File: src/rtl/bank_seq_pkg.sv
package bank_seq_pkg;
  typedef enum logic [1:0] {
    CMD_PRE = 2'd0,
    CMD_ACT = 2'd1,
    CMD_RD  = 2'd2,
    CMD_WR  = 2'd3
  } bank_cmd_e;

  typedef enum logic [1:0] {
    RES_HIT      = 2'd0,
    RES_EMPTY    = 2'd1,
    RES_CONFLICT = 2'd2
  } access_res_e;

  typedef enum logic [2:0] {
    ST_IDLE,
    ST_PRE,
    ST_ACT,
    ST_COL,
    ST_DATA,
    ST_CLOSE
  } seq_state_e;
endpackage

File: src/rtl/bank_gap_timer.sv
module bank_gap_timer #(
  parameter int TW = 5
) (
  input  logic          clk_i,
  input  logic          rst_ni,
  input  logic          load_i,
  input  logic [TW-1:0] gap_i,
  output logic          zero_o
);
  logic [TW-1:0] cnt_q;

  // gap of N cycles: next issue N cycles after this load
  always_ff @(posedge clk_i or negedge rst_ni) begin
    if (!rst_ni)          cnt_q <= '0;
    else if (load_i)      cnt_q <= (gap_i == '0) ? '0 : gap_i - 1'b1;
    else if (cnt_q != '0) cnt_q <= cnt_q - 1'b1;
  end

  assign zero_o = (cnt_q == '0);

  p_load_when_expired_r5: assert property (@(posedge clk_i) disable iff (!rst_ni)
    load_i |-> zero_o);
endmodule

File: src/rtl/bank_row_tracker.sv
module bank_row_tracker
  import bank_seq_pkg::*;
#(
  parameter int ROW_W = 14
) (
  input  logic             clk_i,
  input  logic             rst_ni,
  input  logic             act_i,
  input  logic             pre_i,
  input  logic [ROW_W-1:0] act_row_i,
  input  logic [ROW_W-1:0] probe_row_i,
  output logic             open_o,
  output logic [ROW_W-1:0] open_row_o,
  output access_res_e      res_o
);
  logic             open_q;
  logic [ROW_W-1:0] row_q;

  always_ff @(posedge clk_i or negedge rst_ni) begin
    if (!rst_ni) begin
      open_q <= 1'b0;
      row_q  <= '0;
    end else if (act_i) begin
      open_q <= 1'b1;
      row_q  <= act_row_i;
    end else if (pre_i) begin
      open_q <= 1'b0;
    end
  end

  always_comb begin
    if (!open_q)                   res_o = RES_EMPTY;
    else if (probe_row_i == row_q) res_o = RES_HIT;
    else                           res_o = RES_CONFLICT;
  end

  assign open_o     = open_q;
  assign open_row_o = row_q;

  p_act_on_closed_r3: assert property (@(posedge clk_i) disable iff (!rst_ni)
    act_i |-> !open_q);
  p_pre_on_open_r4: assert property (@(posedge clk_i) disable iff (!rst_ni)
    pre_i |-> open_q);
  p_act_opens_r6: assert property (@(posedge clk_i) disable iff (!rst_ni)
    act_i |=> (open_q && row_q == $past(act_row_i)));
endmodule

File: src/rtl/bank_sat_ctr.sv
module bank_sat_ctr #(
  parameter int W = 16
) (
  input  logic         clk_i,
  input  logic         rst_ni,
  input  logic         inc_i,
  output logic [W-1:0] count_o
);
  localparam logic [W-1:0] MaxVal = '1;
  logic [W-1:0] cnt_q;

  always_ff @(posedge clk_i or negedge rst_ni) begin
    if (!rst_ni)                        cnt_q <= '0;
    else if (inc_i && cnt_q != MaxVal)  cnt_q <= cnt_q + 1'b1;
  end

  assign count_o = cnt_q;

  p_sat_hold_r10: assert property (@(posedge clk_i) disable iff (!rst_ni)
    (cnt_q == MaxVal) |=> (cnt_q == MaxVal));
  p_step_r10: assert property (@(posedge clk_i) disable iff (!rst_ni)
    (inc_i && cnt_q != MaxVal) |=> (cnt_q == $past(cnt_q) + 1'b1));
  p_idle_hold_r10: assert property (@(posedge clk_i) disable iff (!rst_ni)
    !inc_i |=> $stable(cnt_q));
endmodule

File: src/rtl/bank_cmd_seq.sv
module bank_cmd_seq
  import bank_seq_pkg::*;
#(
  parameter int ROW_W = 14,
  parameter int COL_W = 10,
  parameter int TW    = 5,
  parameter int CNT_W = 16
) (
  input  logic             clk_i,
  input  logic             rst_ni,
  input  logic             req_valid_i,
  output logic             req_ready_o,
  input  logic             req_write_i,
  input  logic [ROW_W-1:0] req_row_i,
  input  logic [COL_W-1:0] req_col_i,
  input  logic             close_page_i,
  input  logic [TW-1:0]    t_rp_i,
  input  logic [TW-1:0]    t_rcd_i,
  input  logic [TW-1:0]    t_cl_i,
  output logic             cmd_valid_o,
  output logic [1:0]       cmd_o,
  output logic [ROW_W-1:0] cmd_row_o,
  output logic [COL_W-1:0] cmd_col_o,
  output logic             rsp_valid_o,
  output logic [1:0]       rsp_class_o,
  output logic [CNT_W-1:0] hit_count_o,
  output logic [CNT_W-1:0] conflict_count_o
);
  localparam int GW = TW + 1;

  seq_state_e       state_q;
  logic [ROW_W-1:0] row_q;
  logic [COL_W-1:0] col_q;
  logic             wr_q;
  logic             pol_q;
  access_res_e      res_q;

  logic             issue;
  bank_cmd_e        cmd;
  logic             rsp_valid;
  logic             tmr_load;
  logic [TW-1:0]    tmr_gap;
  logic             tmr_zero;
  logic             bank_open;
  logic [ROW_W-1:0] open_row;
  access_res_e      probe_res;
  logic             accept;

  bank_gap_timer #(.TW(TW)) u_timer (
    .clk_i  (clk_i),
    .rst_ni (rst_ni),
    .load_i (tmr_load),
    .gap_i  (tmr_gap),
    .zero_o (tmr_zero)
  );

  bank_row_tracker #(.ROW_W(ROW_W)) u_rows (
    .clk_i       (clk_i),
    .rst_ni      (rst_ni),
    .act_i       (issue && cmd == CMD_ACT),
    .pre_i       (issue && cmd == CMD_PRE),
    .act_row_i   (row_q),
    .probe_row_i (req_row_i),
    .open_o      (bank_open),
    .open_row_o  (open_row),
    .res_o       (probe_res)
  );

  bank_sat_ctr #(.W(CNT_W)) u_hits (
    .clk_i   (clk_i),
    .rst_ni  (rst_ni),
    .inc_i   (rsp_valid && res_q == RES_HIT),
    .count_o (hit_count_o)
  );

  bank_sat_ctr #(.W(CNT_W)) u_conflicts (
    .clk_i   (clk_i),
    .rst_ni  (rst_ni),
    .inc_i   (rsp_valid && res_q == RES_CONFLICT),
    .count_o (conflict_count_o)
  );

  assign req_ready_o = (state_q == ST_IDLE);
  assign accept      = req_valid_i && req_ready_o;

  always_comb begin
    issue     = 1'b0;
    cmd       = CMD_PRE;
    rsp_valid = 1'b0;
    tmr_load  = 1'b0;
    tmr_gap   = '0;
    unique case (state_q)
      ST_PRE, ST_CLOSE: if (tmr_zero) begin
        issue = 1'b1; cmd = CMD_PRE; tmr_load = 1'b1; tmr_gap = t_rp_i;
      end
      ST_ACT: if (tmr_zero) begin
        issue = 1'b1; cmd = CMD_ACT; tmr_load = 1'b1; tmr_gap = t_rcd_i;
      end
      ST_COL: if (tmr_zero) begin
        issue = 1'b1; cmd = wr_q ? CMD_WR : CMD_RD; tmr_load = 1'b1; tmr_gap = t_cl_i;
      end
      ST_DATA: rsp_valid = tmr_zero;
      default: ;
    endcase
  end

  always_ff @(posedge clk_i or negedge rst_ni) begin
    if (!rst_ni) begin
      state_q <= ST_IDLE;
      row_q   <= '0;
      col_q   <= '0;
      wr_q    <= 1'b0;
      pol_q   <= 1'b0;
      res_q   <= RES_HIT;
    end else begin
      unique case (state_q)
        ST_IDLE: if (accept) begin
          row_q <= req_row_i;
          col_q <= req_col_i;
          wr_q  <= req_write_i;
          pol_q <= close_page_i;
          res_q <= probe_res;
          unique case (probe_res)
            RES_HIT:   state_q <= ST_COL;
            RES_EMPTY: state_q <= ST_ACT;
            default:   state_q <= ST_PRE;
          endcase
        end
        ST_PRE:   if (issue) state_q <= ST_ACT;
        ST_ACT:   if (issue) state_q <= ST_COL;
        ST_COL:   if (issue) state_q <= ST_DATA;
        ST_DATA:  if (rsp_valid) state_q <= pol_q ? ST_CLOSE : ST_IDLE;
        ST_CLOSE: if (issue) state_q <= ST_IDLE;
        default:  state_q <= ST_IDLE;
      endcase
    end
  end

  assign cmd_valid_o = issue;
  assign cmd_o       = cmd;
  assign cmd_row_o   = (state_q == ST_ACT) ? row_q : open_row;
  assign cmd_col_o   = col_q;
  assign rsp_valid_o = rsp_valid;
  assign rsp_class_o = res_q;

  // checker state: last command and cycles since it
  bank_cmd_e      chk_last_q;
  logic           chk_seen_q;
  logic [GW-1:0]  chk_gap_q;

  always_ff @(posedge clk_i or negedge rst_ni) begin
    if (!rst_ni) begin
      chk_last_q <= CMD_PRE;
      chk_seen_q <= 1'b0;
      chk_gap_q  <= '0;
    end else if (cmd_valid_o) begin
      chk_last_q <= bank_cmd_e'(cmd_o);
      chk_seen_q <= 1'b1;
      chk_gap_q  <= GW'(1);
    end else if (chk_gap_q != '1) begin
      chk_gap_q  <= chk_gap_q + 1'b1;
    end
  end

  p_act_gap_r5: assert property (@(posedge clk_i) disable iff (!rst_ni)
    (cmd_valid_o && cmd_o == CMD_ACT && chk_seen_q && chk_last_q == CMD_PRE)
      |-> (chk_gap_q >= {1'b0, t_rp_i}));
  p_col_gap_r5: assert property (@(posedge clk_i) disable iff (!rst_ni)
    (cmd_valid_o && cmd_o[1] && chk_seen_q && chk_last_q == CMD_ACT)
      |-> (chk_gap_q == {1'b0, t_rcd_i}));
  p_rsp_lat_r5: assert property (@(posedge clk_i) disable iff (!rst_ni)
    rsp_valid_o |-> (chk_seen_q && chk_last_q[1] && chk_gap_q == {1'b0, t_cl_i}));
  p_busy_after_accept_r8: assert property (@(posedge clk_i) disable iff (!rst_ni)
    (req_valid_i && req_ready_o) |=> !req_ready_o);
  p_close_follows_r7: assert property (@(posedge clk_i) disable iff (!rst_ni)
    (rsp_valid_o && pol_q) |=> (cmd_valid_o && cmd_o == CMD_PRE));
  p_act_needs_closed_r3: assert property (@(posedge clk_i) disable iff (!rst_ni)
    (cmd_valid_o && cmd_o == CMD_ACT) |-> !bank_open);
endmodule

File: config.mk
export PLATFORM = sky130hd
export DESIGN_NAME = bank_cmd_seq
export DESIGN_NICKNAME = d
export VERILOG_FILES = /design/src/rtl/bank_seq_pkg.sv /design/src/rtl/bank_gap_timer.sv /design/src/rtl/bank_row_tracker.sv /design/src/rtl/bank_sat_ctr.sv /design/src/rtl/bank_cmd_seq.sv
export SDC_FILE = /design/constraint.sdc
export NUM_CORES = 1
export LEC_CHECK = 0
export BUFFER_PORTS_ARGS = -buffer_cell sky130_fd_sc_hd__buf_2
export CORE_ASPECT_RATIO = 2
export CORE_MARGIN = 4
export CORE_UTILIZATION = 53
export CTS_CLUSTER_DIAMETER = 30
export DETAILED_ROUTE_END_ITERATION = 10
export GPL_ROUTABILITY_DRIVEN = 0
export PLACE_DENSITY = 0.8
export SYNTH_ARGS = -nofsm -noshare
export SYNTH_HDL_FRONTEND = slang
export SYNTH_SLANG_ARGS = --single-unit
File: constraint.sdc
create_clock -name clk_i -period 4.1 [get_ports clk_i]
set_input_delay 0.41 -clock clk_i [delete_from_list [all_inputs] [get_ports clk_i]]
set_output_delay 0.41 -clock clk_i [all_outputs]
set_load 0.05 [all_outputs]
# After elaboration in Yosys (flattened, before gate mapping)
# Index checks and enable logic that the tools add are counted.
word_totals:
  register_bits: 83
  input_bits: 44
  out_inout_bits: 63
  elab_cells: 80
op_classes:
  n_addsub: 4
  eq_ne: 17
  muxes: 28
  n_reduce_logical: 20
op_table:
  columns: ["cell", "n"]
  rows:
  - ["16-bit by 1-bit adder with 16-bit output (second input constant)", 2]
  - ["16-bit != test (second input constant)", 2]
  - ["5-bit two-way mux", 6]
  - ["3-bit two-way mux", 7]
  - ["3-bit case mux with 6 select lines", 1]
  - ["5-bit case mux with 3 select lines", 1]
  - ["14-bit == test", 1]
  - ["14-bit two-way mux", 1]
  - ["5-bit logical NOT", 2]
  - ["2-bit != test (second input constant)", 5]
  - ["5-bit by 1-bit subtractor with 5-bit output (second input constant)", 2]
  - ["2-bit case mux with 2 select lines", 2]
  - ["1-bit logical AND", 7]
  - ["1-bit two-way mux", 7]
  - ["3-bit by 2-bit == test with 1-bit output (second input constant)", 2]
  - ["3-bit == test (second input constant)", 2]
  - ["2-bit logical NOT", 3]
  - ["2-bit two-way mux", 3]
  - ["6-bit AND reduction", 1]
  - ["5-bit nonzero test", 1]
  - ["2-bit by 1-bit == test with 1-bit output (second input constant)", 2]
  - ["2-bit nonzero test", 2]
  - ["4-bit OR reduction", 1]
  - ["3-bit by 1-bit == test with 1-bit output (second input constant)", 1]
  - ["other kinds (5)", 5]

# Longest topological paths before layout
depth:
  word_depth: 7
  depth_mapped: 10
  depth_no_buf: 9

# Modules after synthesis
# From an unflattened synthesis, not the netlist that was laid out.
hier_totals:
  cells_unflattened: 367
  hier_area_um2: 4450.5
modules_own_cells:
  columns: ["mod", "n_inst", "cells_per_inst", "area_per_inst_um2", "seq_area_each_um2"]
  rows:
  - ["bank_sat_ctr", 2, 72, 859.6, 400.4]
  - ["bank_cmd_seq", 1, 132, 1620.3, 775.7]
  - ["bank_row_tracker", 1, 52, 762.0, 375.4]
  - ["bank_gap_timer", 1, 39, 349.1, 125.1]

# Least setup slack after synthesis
# Ideal clock, no wire load.
synth_path:
  kind: "reg-to-output"
  from: "reg u_timer.cnt_q[0]"
  to: "out rsp_valid_o"
  arrival_ns: 2.985
  required_time_ns: 3.690
  setup_slack_ns: 0.705
  stages_incl_launch_ff: 6
  path_buffers: 1
  cell_sequence: "dfrtp_1 inv_1 ha_1 or4b_1 clkbuf_1 nor4b_1"
synth_between:
  elab_chain_len: 2
synth_lines:
  columns: ["item", "line", "source"]
  rows:
  - ["start: declaration", "bank_gap_timer.sv:10", "logic [TW-1:0] cnt_q;"]
  - ["start signal: assignment", "bank_gap_timer.sv:15", "else if (load_i) cnt_q <= (gap_i == '0) ? '0 : gap_i - 1'b1;"]
  - ["start signal: assignment", "bank_gap_timer.sv:16", "else if (cnt_q != '0) cnt_q <= cnt_q - 1'b1;"]
  - ["5-bit logical NOT", "bank_gap_timer.sv:19", "assign zero_o = (cnt_q == '0);"]
  - ["1-bit two-way mux", "bank_cmd_seq.sv:92", "unique case (state_q)"]
  - ["end: declaration", "bank_cmd_seq.sv:24", "output logic rsp_valid_o,"]
# No other way between the ends.

# Worst setup path in the final report
layout_path:
  from: "reg u_timer.cnt_q[0]"
  to: "out cmd_o[0]"
layout_between:
  elab_chain_len: 3
  elab_cells_between_ends: 4
  classes_between: "mux: 3; reduce/logical: 1"
layout_lines:
  columns: ["item", "line", "source"]
  rows:
  - ["5-bit logical NOT *", "bank_gap_timer.sv:19", null]
  - ["2-bit two-way mux or 1-bit two-way mux (tied branches)", "bank_cmd_seq.sv:99, bank_cmd_seq.sv:96", null]
  - ["2-bit case mux with 2 select lines *", "bank_cmd_seq.sv:92", null]
  - ["end: declaration", "bank_cmd_seq.sv:21", "output logic [1:0] cmd_o,"]
# Every way passes the cells marked *; elsewhere a longest branch is shown, timed or not.

==> results.md <==
- Worst setup margin: 0.872 ns
- Largest cells by area after synthesis: dfrtp_1, nand2_1, mux2_2
- Number of fill cells in the layout: 620
- Crit share post-route: 0.787
- Setup clock skew after layout: 0.00616 ns
- Layout cells sized above 1: 0.300
- Sequential element share of the synthesized area: 0.493
- HP Class: in -> async
- Pleak: 2.76 nW
- Initial antenna violation count: 0
- Tot GR Track Use: 0.214
- Min cycle time layout: 3.23 ns
- GR Util met1: 0.245
- Critical path peak fanout: 15
- Max Freq: 0.310 GHz
- Final ANT Viol Nets: 0
- Ports: 107
- Area Growth Syn to Fin: 21.3%
- GRT overflow: 0
- Synth async-reset ratio: 1.00
- Clock latency on the worst-skew pair: 0.34 ns
- Die Wd: 71.0 um
- Clock buffer depth: 2
- Synthesized instance count: 417
- Synth area leader: dfrtp_1
- Largest net degree at the start of global routing: 84
- Clock transition at the registers of the reported paths: 0.06 ns
- Endpoints failing setup: 0
- Total core area: 0.00766 mm^2
- Die area: 0.00952 mm^2
- CTS Buf Count: 9
- Via/cell ratio: 5.58
- CP endpoint kind: output pin
- Layout Nets: 569
- TNS Setup: 0 ns
- Post-DP HPWL: 7.06 mm
- Yosys reg bits: 83
- Syn Std Cell Area: 0.00421 mm^2
- Pre-CTS WS: 1.19 ns
- Root buffer cell: clkbuf_16
- Row cnt: 45
- Resized cells post-CTS: 0
- WP data arrival: 2.82 ns
- Area occupied by multi-input gates: 0.00203 mm^2
- Most frequent cells in the layout: buf_2, nand2_1, dfrtp_1
- CTS tree: done
- Power per cell area: 665 mW/mm^2
- Post-CTS Hold Fix Bufs: 0
- Sequential cell area: 0.00208 mm^2
- Worst-Margin Slew: 1.04 ns
- Synth cell types: 48
- Peak supply drop: 0.514 mV
- RSZ-0062 raised after global routing: false
- Post-CTS Setup Inserts: 0
- Status: completed
- Routed WL: 9.64 mm
- First-pass GRT wire length: 16.3 mm
- Post-synth EDFFs: 0
- Yosys top cell area share: 0.493
- Ys flop type: dfrtp_1
- Pre-antenna DRT Iters: 4
- FF-to-FF Start: u_timer.cnt_q[0]
- Max-cap violations: 0
- Critical path class: reg -> out
- Met2 GRT Util: 0.367
- Final slew viol count: 0
- Initial Util: 0.550
- Startpoint Class: flip-flop
- Mean area per synthesized cell: 10.1 um^2
- Rel. slew slack: 0.309
- M3 GR Usage: 0.0533
- Die Ht: 134 um
- Commonest non-fill, non-tap cell in the layout: buf_2
- H-tree levels: 3
- Diode count: 0
- Initial DRC Count: 141
- Net Count, Synth: 466
- Worst endpoint required time: 3.69 ns
- Port Buffer Count: 106
- Gr busiest metal: met2
- Via count: 3450
- Sink Count: 83
- Crit. Startpoint: u_timer.cnt_q[0]
- Residual DRC count: 0
- Yosys warns: 0
- Hold violation total from the final report: 0
- Vias in the first global route: 3558
- DR WL/cell: 15.6 um
## Yosys cell counts (3+ instances only)
master,count
a211oi_1,4
nor3_1,8
and4b_1,5
nand2_1,102
clkbuf_1,13
nand3_1,15
nor3_2,4
a211o_1,4
mux2_1,7
and3_1,7
nor4_1,6
ha_1,5
a21oi_1,5
dfrtp_1,83
xnor2_1,18
nor4b_1,3
mux2_2,26
inv_1,9
xor2_1,26
nand4_1,8
o21ai_0,10
nor2_1,13
## critical path: stages (launching register included)
cell and delay [ns]:
dfrtp_1 0.39, inv_1 0.13, ha_1 0.22, nor4b_2 0.63
nand2_1 0.63, nand2_1 0.19, buf_2 0.28
## power breakdown
part	internal [W]	switching, W	total [W]	leakage (nW)
clock network	0.000501	0.000303	0.000804	0.146
registers	0.00102	0.000195	0.00121	1.11
logic	0.000460	0.000921	0.00138	1.50
## routing by layer
metal / part of all wire / vias up
met5: 0 / -
met4: 0.034 / 0
met3: 0.051 / 30
met2: 0.54 / 106
met1: 0.38 / 1674
li1: - / 1640
## cell families (layout without fill, tap and decap cells)
family                     Yosys count  in the layout  share of synthesized area
and+or+nand+nor                    187            187                      0.221
adders and majority gates            5              5                     0.0149
buffers and inverters               25            132                     0.0259
muxes                               34             34                     0.0907
AOI/OAI and AO/OA                   39             39                     0.0624
xor gates and xnor gates            44             44                     0.0916
DFF                                 83             83                      0.493
## final timing paths
check / endpoint / slack [ns] / cells past startpoint
min in group clk_i: cmd_col_o[8] / 0.26 / 3
max in group asynchronous: state_q[2] / 3.17 / 1
hold / removal: u_hits.count_o[2] / 0.23 / 1
hold reg to reg: cmd_col_o[5] / 0.47 / 2
setup / recovery: cmd_o[0] / 0.87 / 6
setup reg to reg: u_hits.count_o[15] / 1.15 / 7
## cell type report
class	count	share of cell area
Clock buffer	13	0.0510
Clock inverter	2	0.00686
Inverter	9	0.00662
Multi-Input combinational cell	309	0.398
Sequential cell	83	0.407
Tap cell	94	0.0230
Timing Repair Buffer	108	0.107
## per-stage QoR
| step | power (W) | hold WS (ns) | instance area, um^2 | util | std cells |
|---|---|---|---|---|---|
| after floorplan | 0.00227 | 0.114 | 4210 | - | 417 |
| after global placement | 0.00256 | 0.454 | 4810 | 0.628 | 603 |
| after detailed placement | 0.00260 | 0.457 | 4810 | 0.628 | 603 |
| after CTS | 0.00342 | 0.257 | 5110 | 0.667 | 618 |
| after global routing | 0.00360 | 0.260 | 5110 | 0.667 | 618 |
| final | 0.00340 | 0.232 | 5110 | 0.667 | 618 |
## registers in the layout (all words and copies together), names as in the netlist
name                 count
u_conflicts.count_o     16
u_rows.open_o            1
rsp_class_o              2
state_q                  3
u_hits.count_o          16
cmd_col_o               10
u_rows.open_row_o       14
row_q                   14
pol_q                    1
u_timer.cnt_q            5
wr_q                     1
Note: power is estimated with default switching activity, not from simulation.
